==> src/rtl/irq_res_pkg.sv <==
package irq_res_pkg;
  localparam int LINES     = 32;
  localparam int LINE_W    = $clog2(LINES);
  localparam int BANK_W    = 2;
  localparam int NUM_W     = BANK_W + LINE_W;
  localparam int BASIC_N   = 8;
  localparam int SUM1_BIT  = 8;
  localparam int SUM2_BIT  = 9;
  localparam int SC_LSB    = 10;
  localparam int SC1_N     = 5;
  localparam int SC_N      = 11;
  localparam int SC_IW     = $clog2(SC_N);
  localparam int B0_USED_W = SC_LSB + SC_N;

  typedef struct packed {
    logic              valid;
    logic              err;
    logic [NUM_W-1:0]  num;
  } res_t;

  // real line number behind each shortcut slot (slots 0..4 bank 1, 5..10 bank 2)
  function automatic logic [LINE_W-1:0] sc_line(input logic [SC_IW-1:0] slot);
    logic [LINE_W-1:0] l;
    case (slot)
      4'd0:    l = 5'd7;
      4'd1:    l = 5'd9;
      4'd2:    l = 5'd10;
      4'd3:    l = 5'd18;
      4'd4:    l = 5'd19;
      4'd5:    l = 5'd21;
      4'd6:    l = 5'd22;
      4'd7:    l = 5'd23;
      4'd8:    l = 5'd24;
      4'd9:    l = 5'd25;
      4'd10:   l = 5'd30;
      default: l = '1;
    endcase
    return l;
  endfunction
endpackage

==> src/rtl/lsb_find.sv <==
module lsb_find #(
  parameter int W  = 32,
  parameter int IW = (W > 1) ? $clog2(W) : 1
) (
  input  logic [W-1:0]  vec,
  output logic [IW-1:0] idx,
  output logic          found
);
  always_comb begin
    idx   = '0;
    found = |vec;
    for (int i = W - 1; i >= 0; i--) begin
      if (vec[i]) idx = IW'(i);
    end
  end
endmodule

==> src/rtl/shortcut_map.sv <==
module shortcut_map
  import irq_res_pkg::*;
(
  input  logic [SC_N-1:0]   sc_bits,
  output logic              sc_hit,
  output logic [BANK_W-1:0] sc_bank,
  output logic [LINE_W-1:0] sc_ln
);
  logic [SC_IW-1:0] slot;

  lsb_find #(.W(SC_N), .IW(SC_IW)) u_slot (
    .vec   (sc_bits),
    .idx   (slot),
    .found (sc_hit)
  );

  always_comb begin
    sc_ln   = sc_line(slot);
    sc_bank = (slot < SC_IW'(SC1_N)) ? 2'd1 : 2'd2;
  end
endmodule

==> src/rtl/rst_sync.sv <==
module rst_sync (
  input  logic clk,
  input  logic arst_n,
  output logic srst_n
);
  logic [1:0] stg_q;

  always_ff @(posedge clk or negedge arst_n) begin
    if (!arst_n) stg_q <= 2'b00;
    else         stg_q <= {stg_q[0], 1'b1};
  end

  assign srst_n = stg_q[1];
endmodule

==> src/rtl/pend_resolver.sv <==
module pend_resolver
  import irq_res_pkg::*;
(
  input  logic              clk,
  input  logic              rst_n,
  input  logic [LINES-1:0]  b0_pend,
  input  logic [LINES-1:0]  b1_pend,
  input  logic [LINES-1:0]  b2_pend,
  output logic              irq_valid,
  output logic [NUM_W-1:0]  irq_num,
  output logic              irq_err
);
  localparam logic [NUM_W-1:0] NONE = '1;

  logic rst_s_n;
  rst_sync u_rst (.clk(clk), .arst_n(rst_n), .srst_n(rst_s_n));

  logic [B0_USED_W-1:0] b0m;
  logic                 unused_hi;
  assign b0m       = b0_pend[B0_USED_W-1:0];
  assign unused_hi = ^b0_pend[LINES-1:B0_USED_W];

  logic [$clog2(BASIC_N)-1:0] basic_idx;
  logic                       basic_hit;
  lsb_find #(.W(BASIC_N)) u_basic (
    .vec(b0m[BASIC_N-1:0]), .idx(basic_idx), .found(basic_hit));

  logic              sc_hit;
  logic [BANK_W-1:0] sc_bank;
  logic [LINE_W-1:0] sc_ln;
  shortcut_map u_sc (
    .sc_bits(b0m[SC_LSB+SC_N-1:SC_LSB]), .sc_hit(sc_hit),
    .sc_bank(sc_bank), .sc_ln(sc_ln));

  logic [LINE_W-1:0] b1_idx, b2_idx;
  logic              b1_hit, b2_hit;
  lsb_find #(.W(LINES)) u_b1 (.vec(b1_pend), .idx(b1_idx), .found(b1_hit));
  lsb_find #(.W(LINES)) u_b2 (.vec(b2_pend), .idx(b2_idx), .found(b2_hit));

  res_t res_d, res_q;

  // next-state: fixed priority basic > shortcuts > bank1 summary > bank2 summary
  always_comb begin
    res_d = '{valid: 1'b0, err: 1'b0, num: NONE};
    if (basic_hit) begin
      res_d.valid = 1'b1;
      res_d.num   = {2'd0, LINE_W'(basic_idx)};
    end else if (sc_hit) begin
      res_d.valid = 1'b1;
      res_d.num   = {sc_bank, sc_ln};
    end else if (b0m[SUM1_BIT]) begin
      if (b1_hit) begin
        res_d.valid = 1'b1;
        res_d.num   = {2'd1, b1_idx};
      end else begin
        res_d.err   = 1'b1;
      end
    end else if (b0m[SUM2_BIT]) begin
      if (b2_hit) begin
        res_d.valid = 1'b1;
        res_d.num   = {2'd2, b2_idx};
      end else begin
        res_d.err   = 1'b1;
      end
    end
  end

  always_ff @(posedge clk or negedge rst_s_n) begin
    if (!rst_s_n) res_q <= '{valid: 1'b0, err: 1'b0, num: NONE};
    else          res_q <= res_d;
  end

  assign irq_valid = res_q.valid;
  assign irq_num   = res_q.num;
  assign irq_err   = res_q.err;

  // assertion support: high once a real capture has happened
  logic past_ok;
  always_ff @(posedge clk or negedge rst_s_n) begin
    if (!rst_s_n) past_ok <= 1'b0;
    else          past_ok <= 1'b1;
  end

  AST_IDLE_ONES: assert property (@(posedge clk) disable iff (!rst_s_n)
    !irq_valid |-> irq_num == NONE);

  AST_ERR_NOT_VALID: assert property (@(posedge clk) disable iff (!rst_s_n)
    irq_err |-> !irq_valid);

  AST_MASK_HIGH: assert property (@(posedge clk) disable iff (!rst_s_n)
    (past_ok && $past(b0_pend[B0_USED_W-1:0]) == '0) |-> (!irq_valid && !irq_err));

  AST_BASIC_WINS: assert property (@(posedge clk) disable iff (!rst_s_n)
    (past_ok && $past(b0_pend[BASIC_N-1:0]) != '0) |-> (irq_valid && irq_num[NUM_W-1:LINE_W] == 2'd0));

  AST_SC1_BANK: assert property (@(posedge clk) disable iff (!rst_s_n)
    (past_ok && $past(b0_pend[BASIC_N-1:0]) == '0 && $past(b0_pend[SC_LSB+SC1_N-1:SC_LSB]) != '0)
      |-> (irq_valid && irq_num[NUM_W-1:LINE_W] == 2'd1));

  AST_SC2_BANK: assert property (@(posedge clk) disable iff (!rst_s_n)
    (past_ok && $past(b0_pend[SC_LSB+SC1_N-1:0]) == '0 && $past(b0_pend[B0_USED_W-1:SC_LSB+SC1_N]) != '0)
      |-> (irq_valid && irq_num[NUM_W-1:LINE_W] == 2'd2));

  AST_SUM1_EMPTY: assert property (@(posedge clk) disable iff (!rst_s_n)
    (past_ok && $past(b0_pend[SC_LSB-1:0]) == 10'h100 && $past(b0_pend[B0_USED_W-1:SC_LSB]) == '0
      && $past(b1_pend) == '0) |-> irq_err);
endmodule

==> config.mk <==
export PLATFORM = sky130hd
export DESIGN_NAME = pend_resolver
export DESIGN_NICKNAME = d
export VERILOG_FILES = /design/src/rtl/irq_res_pkg.sv /design/src/rtl/lsb_find.sv /design/src/rtl/shortcut_map.sv /design/src/rtl/rst_sync.sv /design/src/rtl/pend_resolver.sv
export SDC_FILE = /design/constraint.sdc
export NUM_CORES = 1
export LEC_CHECK = 0
export ABC_AREA = 0
export BUFFER_PORTS_ARGS = -buffer_cell sky130_fd_sc_hd__buf_2
export CAP_MARGIN = 20
export CORE_MARGIN = 1
export CORE_UTILIZATION = 30
export DETAILED_ROUTE_END_ITERATION = 7
export SLEW_MARGIN = 20
export SYNTH_ARGS = -nofsm -noshare
export SYNTH_HDL_FRONTEND = slang
export SYNTH_HIERARCHICAL = 1
export SYNTH_SLANG_ARGS = --single-unit
==> constraint.sdc <==
create_clock -name clk -period 0.8 [get_ports clk]
set_input_delay 0.12 -clock clk [delete_from_list [all_inputs] [get_ports clk]]
set_output_delay 0.12 -clock clk [all_outputs]
set_load 0.05 [all_outputs]
==> impl_metrics.yaml, run 1 <==
setup_path:
  crit_chain: "buf_6, nand2b_4, a221o_1, a221oi_2, inv_2, buf_4, ha_4, a21o_2, nand2_1, nand2_1"
  cp.required_ps: 960
  cpMostUsedCell: "nand2_1"
  reg2reg_from: "u_rst/stg_q[0]$_DFF_PN0_"
  r2r_setup_slack_ps: 330
  endpoint: "irq_num[3]$_DFF_PN1_"
  end_kind: "flip-flop"
  r2r_cells: 0
  r2r_end: "u_rst/stg_q[1]$_DFF_PN0_"
  max_stage_delay_ps: 310
  setup.worst_path.start: "b0_pend[18]"
  worst_setup_path_start_kind: "input pin"
  crit_type: "input pin to flip-flop"
  cp_data_arrival_time_ps: 1670
  path_max_fanout: 3
  slowest_stage: "a221o_1"
power:
  power_frac_seq_pct: 26.9
  clock_power_share_pct: 24.9
  comb_power_share_pct: 48.2
  p_int_mw: 1.50
  power_switching_mw: 0.713
  p_leak_nw: 1.50
  design_power_total_mw: 2.21
  peakVddDrop_v: 0.000556
  pwr_density_cell_mw_per_mm2: 704
  switching_share_pct: 32.3
drt:
  drc: 0
  vias_per_cell: 4.88
  ant_nets: 0
  num_vias: 2331
  first_iter_violations: 37
  post_drt_wl_per_cell_um: 11.3
  dr.pass1.iters: 4
  wl_mm: 5.40
place:
  portBuffers: 95
  gp_congestion: 0.833
  dpl.hpwl_mm: 4.58
  numPlacedInstances: 466
sta:
  timing.final.crit_share_pct: 188
  hold_violations: 0
  rsz0062_at_grt: "true"
  worst_slack_ps: -705
  fmax_mhz: 665
  final.setup_skew_ps: 2.28
  fin_crit_ps: 1500
  hold_slack_ps: 132
  setup_viol: 18
  drv_slew: 0
  slew-limit-headroom_pct: 66.2
  worst_pin_slew_ps: 494
clock_network:
  clkLatencyLatePin_ps: 240
  clk_pin_slew_worst_paths_ps: 50
  htreeDepth: 1
  cts.sinks: 11
  clock_path_buffers: 2
  numCtsBuffers: 3
  clockRootBuffer: "clkbuf_8"
  cts_tree: "yes"
die:
  core_area_mm2: 0.00517
  ioPinCount: 107
  die_h_um: 75.7
  die_w_um: 75.7
  die-area_mm2: 0.00572
  rows: 26
  start_util_pct: 31.5
finish:
  finalNonFillerCells: 478
  final_common_cell: "buf_4"
  final_nets: 512
  drive_gt1_share_pct: 56.6
  syn_to_final_growth_pct: 93.0
  layout_common_cells: "buf_4 (83), buf_2 (82), nor2_1 (31), a21oi_1 (19), inv_1 (17)"
  antennaDiodeCount: 0
  final-seq-area_um2: 284
  multiInputGateArea_mm2: 0.00142
  nFillCells: 498
grt:
  grt_max_degree: 10
  overflow: 0
  grt_busiest_layer: "met2"
  antenna_found_initial: 0
  gr-usage-met3_pct: 2.25
  grt_pass1_wl_mm: 8.36
  track_usage_pct: 18.6
  grtUsageMet1_pct: 21.1
  grt_pass1_vias: 2165
  met2_usage_pct: 37.5
synthesis:
  postSynth.asyncResetShare_pct: 100
  synth_top_area_share_pct: 11.3
  synth_cell_types: 50
  syn-instance-count: 226
  yosys_register_bits: 11
  syn_area_per_cell_um2: 7.20
  yosys_warnings: 6
  synth_area_leader_cell: "dfstp_2"
  syn-num-nets: 329
  synth_ff_type: "dfstp_2"
  synth_edf_count: 0
  ys_seq_area_share_pct: 17.4
  synthTopCellsByArea: "dfstp_2 (11%), nor2_1 (7.1%), dfrtp_1 (6.1%)"
  synth_area_mm2: 0.00163
flow_run:
  drv_cap: 0
min_path:
  min_path_type: "flip-flop to asynchronous set/reset pin"
outcome:
  violations: "negative setup slack"
  status: "finished, violations left"
==> registers in the layout, indices dropped and copies added, names as in the netlist <==
name and cells:
u_rst/stg_q 2, irq_err 1, irq_valid 1, irq_num 7
==> critical path: cells and delay by family <==
kind | cells | cell delay, ps
AOI/OAI and AO/OA | 3 | 800
buffers and inverters | 3 | 320
and+or+nand+nor | 3 | 230
adders and majority gates | 1 | 200
==> cell families (layout without fill, tap and decap cells) <==
family / count (synthesis) / after routing / share of synthesized area (%)
fa+ha+maj: 5 / 5 / 3.84
flops: 11 / 11 / 17.4
mux: 2 / 2 / 1.23
buf+inv: 22 / 204 / 5.61
simple gates: 115 / 115 / 41.0
other cells: 1 / 1 / 0.230
compound gates: 70 / 70 / 30.6
==> cell type report <==
| type | instances | share of cell area, % |
|---|---|---|
| clock buffers | 3 | 1.31 |
| flip-flops and latches | 11 | 9.04 |
| repair buffers | 180 | 39.1 |
| well taps | 70 | 2.79 |
| inverters | 20 | 2.39 |
| multi-input cells | 193 | 45.2 |
| clock inverters | 1 | 0.159 |
==> Yosys cell counts, types with 3 or more instances <==
library cell,instances
nor4_1,15
a22oi_1,4
a2111oi_0,4
ha_1,5
dfstp_2,7
nand3_1,4
a21oi_1,19
nor3_2,4
or4_1,4
o21ai_0,5
o31ai_1,9
or4_4,4
inv_1,20
dfrtp_1,4
nand2_1,16
nor2b_1,4
o221ai_1,5
nor2_1,31
nor3b_1,7
nor3_1,12
nand4_1,3
==> per-layer routing <==
layer	vias up	share of wire, %	wire [um]
met5	-	0	0
met3	2	4.5	241
li1	1231	-	-
met4	0	0.24	13
met1	1039	44	2350
met2	59	52	2800
==> what timing repair did <==
item / 4_1_cts / 5_1_grt
gates resized for setup: 47 / 10
hold buffers: 1 / 0
endpoints found under the setup margin: 18 / 18
hold endpoints to repair: 2 / 0
setup buffers: 5 / 2
pin swaps: 17 / 6
==> through the flow <==
stage	cell area (um^2)	util, %	setup TNS, ps	setup slack [ps]
after global placement	2780	53.7	-8380	-919
after floorplan	1650	-	-6380	-828
after CTS	3090	59.7	-7160	-673
after global routing	3140	60.7	-8530	-799
final	3140	60.7	-7410	-705
after detailed placement	2780	53.7	-8810	-989
==> worst min-delay path by stage <==
stage / slack [ps] / start / endpoint
floorplan: -180 / rst_n / u_rst/stg_q[0]$_DFF_PN0_
global placement: -100 / rst_n / u_rst/stg_q[0]$_DFF_PN0_
detailed placement: -90 / rst_n / u_rst/stg_q[1]$_DFF_PN0_
CTS: 140 / u_rst/stg_q[1]$_DFF_PN0_ / irq_valid$_DFF_PN0_
global route: 160 / u_rst/stg_q[1]$_DFF_PN0_ / irq_valid$_DFF_PN0_
finish: 130 / u_rst/stg_q[1]$_DFF_PN0_ / irq_valid$_DFF_PN0_
==> power by group through the flow <==
stage	combinational [mW]	sequential [mW]	clock, mW
floorplan	0.278	0.629	0
global placement	0.929	0.599	0
detailed placement	0.946	0.598	0
CTS	1.04	0.595	0.557
global route	1.17	0.596	0.589
finish	1.07	0.594	0.551
No activity file was read; power rests on OpenSTA's default activity.
==> inputs of run 2 (changes only) <==
- SYNTH_HIERARCHICAL: 1 -> not set
- clock period: 0.8 -> 1.25 ns (I/O delays scaled with it)
==> impl_metrics.yaml, run 2 <==
outcome:
  status: "finished, violations left"
  violations: "negative setup slack"
sta:
  fin_crit_ps: 1780
  fmax_mhz: 562
  worst_slack_ps: -528
  final.setup_skew_ps: 0.129
  timing.final.crit_share_pct: 142
  fin_tns_setup_ps: -2830
  hold_slack_ps: 130
  setup_viol: 9
  rsz0062_at_grt: "true"
  drv_slew: 0
  hold_violations: 0
drt:
  vias_per_cell: 5.09
  drc: 0
  post_drt_wl_per_cell_um: 12.5
  ant_nets: 0
  num_vias: 2553
  wl_mm: 6.27
  first_iter_violations: 81
  dr.pass1.iters: 4
synthesis:
  yosys_register_bits: 11
  synth.area.mux_share_pct: 0
  synth_xor_area_share_pct: 0
  syn_area_per_cell_um2: 7.01
  yosys.area_share.simple_pct: 40.9
  yosysMostFrequentCell: "nor2_1"
  synth_area_leader_cell: "dfstp_2"
  synth_area_mm2: 0.00154
  postSynth.asyncResetShare_pct: 100
  synth_cell_types: 47
  synthTopCellsByArea: "dfstp_2 (12%), nor2_1 (8.1%), nor4_1 (7.3%)"
  synth_top_area_share_pct: 12.0
  synth_common_cells: "nor2_1 (33), nor4_1 (18), a21oi_1 (14), nor3_1 (14), inv_1 (12)"
  synth_edf_count: 0
  yosys.area_share.adder_pct: 3.26
  synth_top_family_by_area: "simple AND/OR/NAND/NOR gates"
  syn-instance-count: 219
  synth_ff_type: "dfstp_2"
  ys_seq_area_share_pct: 18.5
  synth_compound_area_share_pct: 33.4
  syn-num-nets: 321
  yosys_warnings: 0
finish:
  finalNonFillerCells: 502
  final_common_cell: "buf_4"
  drive_gt1_share_pct: 63.2
  syn_to_final_growth_pct: 122
  final-seq-area_um2: 284
  nFillCells: 403
  antennaDiodeCount: 0
  layout_common_cells: "buf_4 (112), buf_2 (86), nor2_1 (28), buf_6 (14)"
  post-route-util_pct: 70.6
  multiInputGateArea_mm2: 0.00150
  largest_reg_flops: 7
  final_nets: 538
  design_area_mm2: 0.00340
setup_path:
  r2r_end: "u_rst.stg_q[1]$_DFF_PN0_"
  crit_type: "input pin to flip-flop"
  worst_setup_path_start_kind: "input pin"
  r2r_setup_slack_ps: 780
  reg2reg_from: "u_rst.stg_q[0]$_DFF_PN0_"
  end_kind: "flip-flop"
  r2r_cells: 0
  endpoint: "irq_num[0]$_DFF_PN1_"
  cp_data_arrival_time_ps: 1950
  cp.required_ps: 1420
  setup.worst_path.start: "b0_pend[18]"
  path_max_fanout: 2
place:
  gp_congestion: 0.886
  place_area_mm2: 0.00299
  dpl.hpwl_mm: 5.00
  dp_slack_ps: -832
  numPlacedInstances: 488
  portBuffers: 95
power:
  peakVddDrop_v: 0.000423
  design_power_total_mw: 1.54
  p_leak_nw: 1.59
  pwr_density_cell_mw_per_mm2: 453
min_path:
  min_path_type: "flip-flop to asynchronous set/reset pin"
clock_network:
  clkLatencyLatePin_ps: 240
  clock_path_buffers: 2
  cts.sinks: 11
  cts_tree: "yes"
  numCtsBuffers: 3
  htreeDepth: 1
  clk_pin_slew_worst_paths_ps: 50
  clockRootBuffer: "clkbuf_8"
die:
  start_util_pct: 31.9
  die-area_mm2: 0.00541
  die_w_um: 73.5
  rows: 25
  core_area_mm2: 0.00482
  die_h_um: 73.5
  ioPinCount: 107
flow_run:
  drv_cap: 0
grt:
  grt_pass1_vias: 2415
  track_usage_pct: 23.0
  grt_max_degree: 10
  grt_pass1_wl_mm: 10.0
  antenna_found_initial: 0
  overflow: 0
run 2: kinds of logic after synthesis:
logic type	count (synthesis)
buffers and inverters	13
AOI/OAI and AO/OA	75
DFF	11
and+or+nand+nor	115
other	1
adders and majority gates	4
run 2: routing by layer:
metal	vias up	wire, um	GRT usage [%]
li1	1294	-	-
met1	1177	2720	29.6
met2	76	3190	42.2
met3	6	318	1.92
met4	0	42	3.85
met5	-	0	0
run 2: how the worst min path moves through the flow:
stage	slack, ps	start	to
final	130	u_rst.stg_q[1]$_DFF_PN0_	irq_valid$_DFF_PN0_
after CTS	140	u_rst.stg_q[1]$_DFF_PN0_	irq_valid$_DFF_PN0_
after global routing	160	u_rst.stg_q[1]$_DFF_PN0_	irq_err$_DFF_PN0_
after floorplan	-110	rst_n	u_rst.stg_q[0]$_DFF_PN0_
after detailed placement	-30	rst_n	u_rst.stg_q[0]$_DFF_PN0_
after global placement	-30	rst_n	u_rst.stg_q[1]$_DFF_PN0_
run 2: final cells by class:
cell class | count | share of cell area, %
Multi-Input combinational cell | 195 | 44.2
Sequential cell | 11 | 8.35
Clock inverter | 1 | 0.147
Timing Repair Buffer | 213 | 42.3
Tap cell | 67 | 2.46
Clock buffer | 3 | 1.21
Inverter | 12 | 1.40
run 2: what timing repair did:
item	CTS	global route
pin swaps	18	17
gates cloned	0	0
setup endpoints to repair	9	9
resized for setup	31	31
hold buffers	1	0
buffers inserted	4	6
hold endpoints to repair	2	0
run 2: critical path, stage by stage:
cell      delay [ps]
buf_6             90
nand2b_4         130
a221oi_4         250
nor2_1            70
nor2_1            90
nor2_1            60
or2_4            240
ha_4             150
o31a_2           280
o21a_1           160
o22a_1           160
o21ai_2           60
run 2: power by group:
part,leakage [nW],internal [mW],switching (mW)
Clock,0.0255,0.218,0.129
Combinational,1.44,0.455,0.362
Sequential,0.118,0.370,0.00649
==> inputs of run 3 (changes only) <==
- CORE_MARGIN: 1 -> not set
- PLACE_DENSITY: not set -> 0.68
==> impl_metrics.yaml, run 3 (same netlist as run 2, synthesis figures left out) <==
setup_path:
  crit_type: "input pin to flip-flop"
  cp.required_ps: 1420
  cp_data_arrival_time_ps: 2020
  reg2reg_from: "u_rst.stg_q[0]$_DFF_PN0_"
  r2r_end: "u_rst.stg_q[1]$_DFF_PN0_"
  r2r_cells: 0
  r2r_setup_slack_ps: 780
  setup.worst_path.start: "b0_pend[15]"
  path_max_fanout: 4
  end_kind: "flip-flop"
  worst_setup_path_start_kind: "input pin"
  endpoint: "irq_num[0]$_DFF_PN1_"
drt:
  vias_per_cell: 5.30
  post_drt_wl_per_cell_um: 13.9
  wl_mm: 6.95
  num_vias: 2645
  drc: 0
  ant_nets: 0
  first_iter_violations: 187
  dr.pass1.iters: 4
grt:
  grt_max_degree: 10
  overflow: 0
  grt_pass1_wl_mm: 11.0
  grt_pass1_vias: 2594
  antenna_found_initial: 0
  track_usage_pct: 25.6
sta:
  hold_violations: 0
  hold_slack_ps: 145
  setup_viol: 9
  rsz0062_at_grt: "true"
  fin_crit_ps: 1850
  final.setup_skew_ps: 2.15
  worst_slack_ps: -603
  timing.final.crit_share_pct: 148
  drv_slew: 0
  fmax_mhz: 540
power:
  comb_power_share_pct: 54.0
  clock_power_share_pct: 22.1
  p_leak_nw: 1.58
  p_int_mw: 1.06
  switching_share_pct: 32.8
  peakVddDrop_v: 0.000291
  power_frac_seq_pct: 23.9
  power_switching_mw: 0.517
  pwr_density_cell_mw_per_mm2: 458
finish:
  antennaDiodeCount: 0
  syn_to_final_growth_pct: 124
  multiInputGateArea_mm2: 0.00154
  final_common_cell: "buf_4"
  final-seq-area_um2: 284
  final_nets: 535
  post-route-util_pct: 71.5
  largest_reg_flops: 7
  layout_common_cells: "buf_4 (108), buf_2 (83), nor2_1 (29), buf_6 (18), nor3_1 (12)"
  nFillCells: 363
  drive_gt1_share_pct: 63.7
min_path:
  min_path_type: "flip-flop to asynchronous set/reset pin"
clock_network:
  clockRootBuffer: "clkbuf_8"
  numCtsBuffers: 3
  clock_path_buffers: 2
  clk_pin_slew_worst_paths_ps: 50
  htreeDepth: 1
  cts.sinks: 11
  cts_tree: "yes"
  clkLatencyLatePin_ps: 240
die:
  core_area_mm2: 0.00482
  rows: 25
  die-area_mm2: 0.00541
  die_w_um: 73.5
  die_h_um: 73.5
  start_util_pct: 31.9
  ioPinCount: 107
place:
  dp_slack_ps: -822
  gp_congestion: 0.874
  dpl.hpwl_mm: 5.17
  portBuffers: 95
flow_run:
  drv_cap: 0
outcome:
  violations: "negative setup slack"
  status: "finished, violations left"
run 3: changes by cell type in the layout (fill, tap and decap cells not counted), moves of 2 or more:
cell / change
buf_4: -4
buf_6: +4
a211oi_4: +2
buf_2: -3
o21ai_2: +3
o21ai_1: -3
run 3: power by group through the flow:
stage	registers, mW	logic, mW	clock network (mW)
4_1_cts	0.378	0.791	0.347
2_1_floorplan	0.400	0.191	0
6_report	0.377	0.851	0.348
5_1_grt	0.379	0.914	0.366
3_3_place_gp	0.382	0.677	0
3_5_place_dp	0.382	0.694	0
run 3: how the worst min path moves through the flow:
stage                                to  slack (ps)  cells after the start
2_1_floorplan  u_rst.stg_q[0]$_DFF_PN0_        -110                      0
3_3_place_gp   u_rst.stg_q[1]$_DFF_PN0_         -30                      1
3_5_place_dp   u_rst.stg_q[1]$_DFF_PN0_         -20                      1
4_1_cts               irq_err$_DFF_PN0_         150                      0
5_1_grt             irq_valid$_DFF_PN0_         190                      0
6_report              irq_err$_DFF_PN0_         140                      0
run 3: per-layer routing:
metal  routed length, um  global-route usage (%)  vias up
li1                    -                       -     1293
met1                2890                    31.0     1230
met2                3610                    47.5      109
met3                 354                    2.47       13
met4                  97                    7.26        0
met5                   0                       0        -
run 3: metrics by stage:
step                power (mW)  std cells  area (um^2)  setup TNS [ps]
floorplan                0.590        219         1630           -3340
global placement          1.06        486         2980           -5540
global route              1.66        499         3440           -3960
finish                    1.58        499         3440           -3560
CTS                       1.52        499         3340           -3000
detailed placement        1.08        486         2980           -5700
run 3: worst max-delay path: stages:
cell      delay [ps]
buf_2            120
inv_1             80
a221oi_4         290
nor2_1            70
nor2_1           100
nor2_1            70
or2_4            250
ha_4             160
o31a_2           290
o21a_1           170
o22a_1           170
o21ai_2           70
run 3: cell type report:
cell class	count	area share, %
clock buffer	4	1.31
inverter	12	1.38
timing repair buffer	210	41.8
sequential	11	8.25
multi-input combinational	195	44.8
tap	67	2.43
run 3: timing repair:
item | 4_1_cts | 5_1_grt
endpoints found under the setup margin | 9 | 9
gates cloned | 0 | 0
resized for setup | 56 | 23
buffers inserted | 8 | 4
hold buffers | 1 | 0
pin swaps | 29 | 16
hold endpoints to repair | 2 | 0
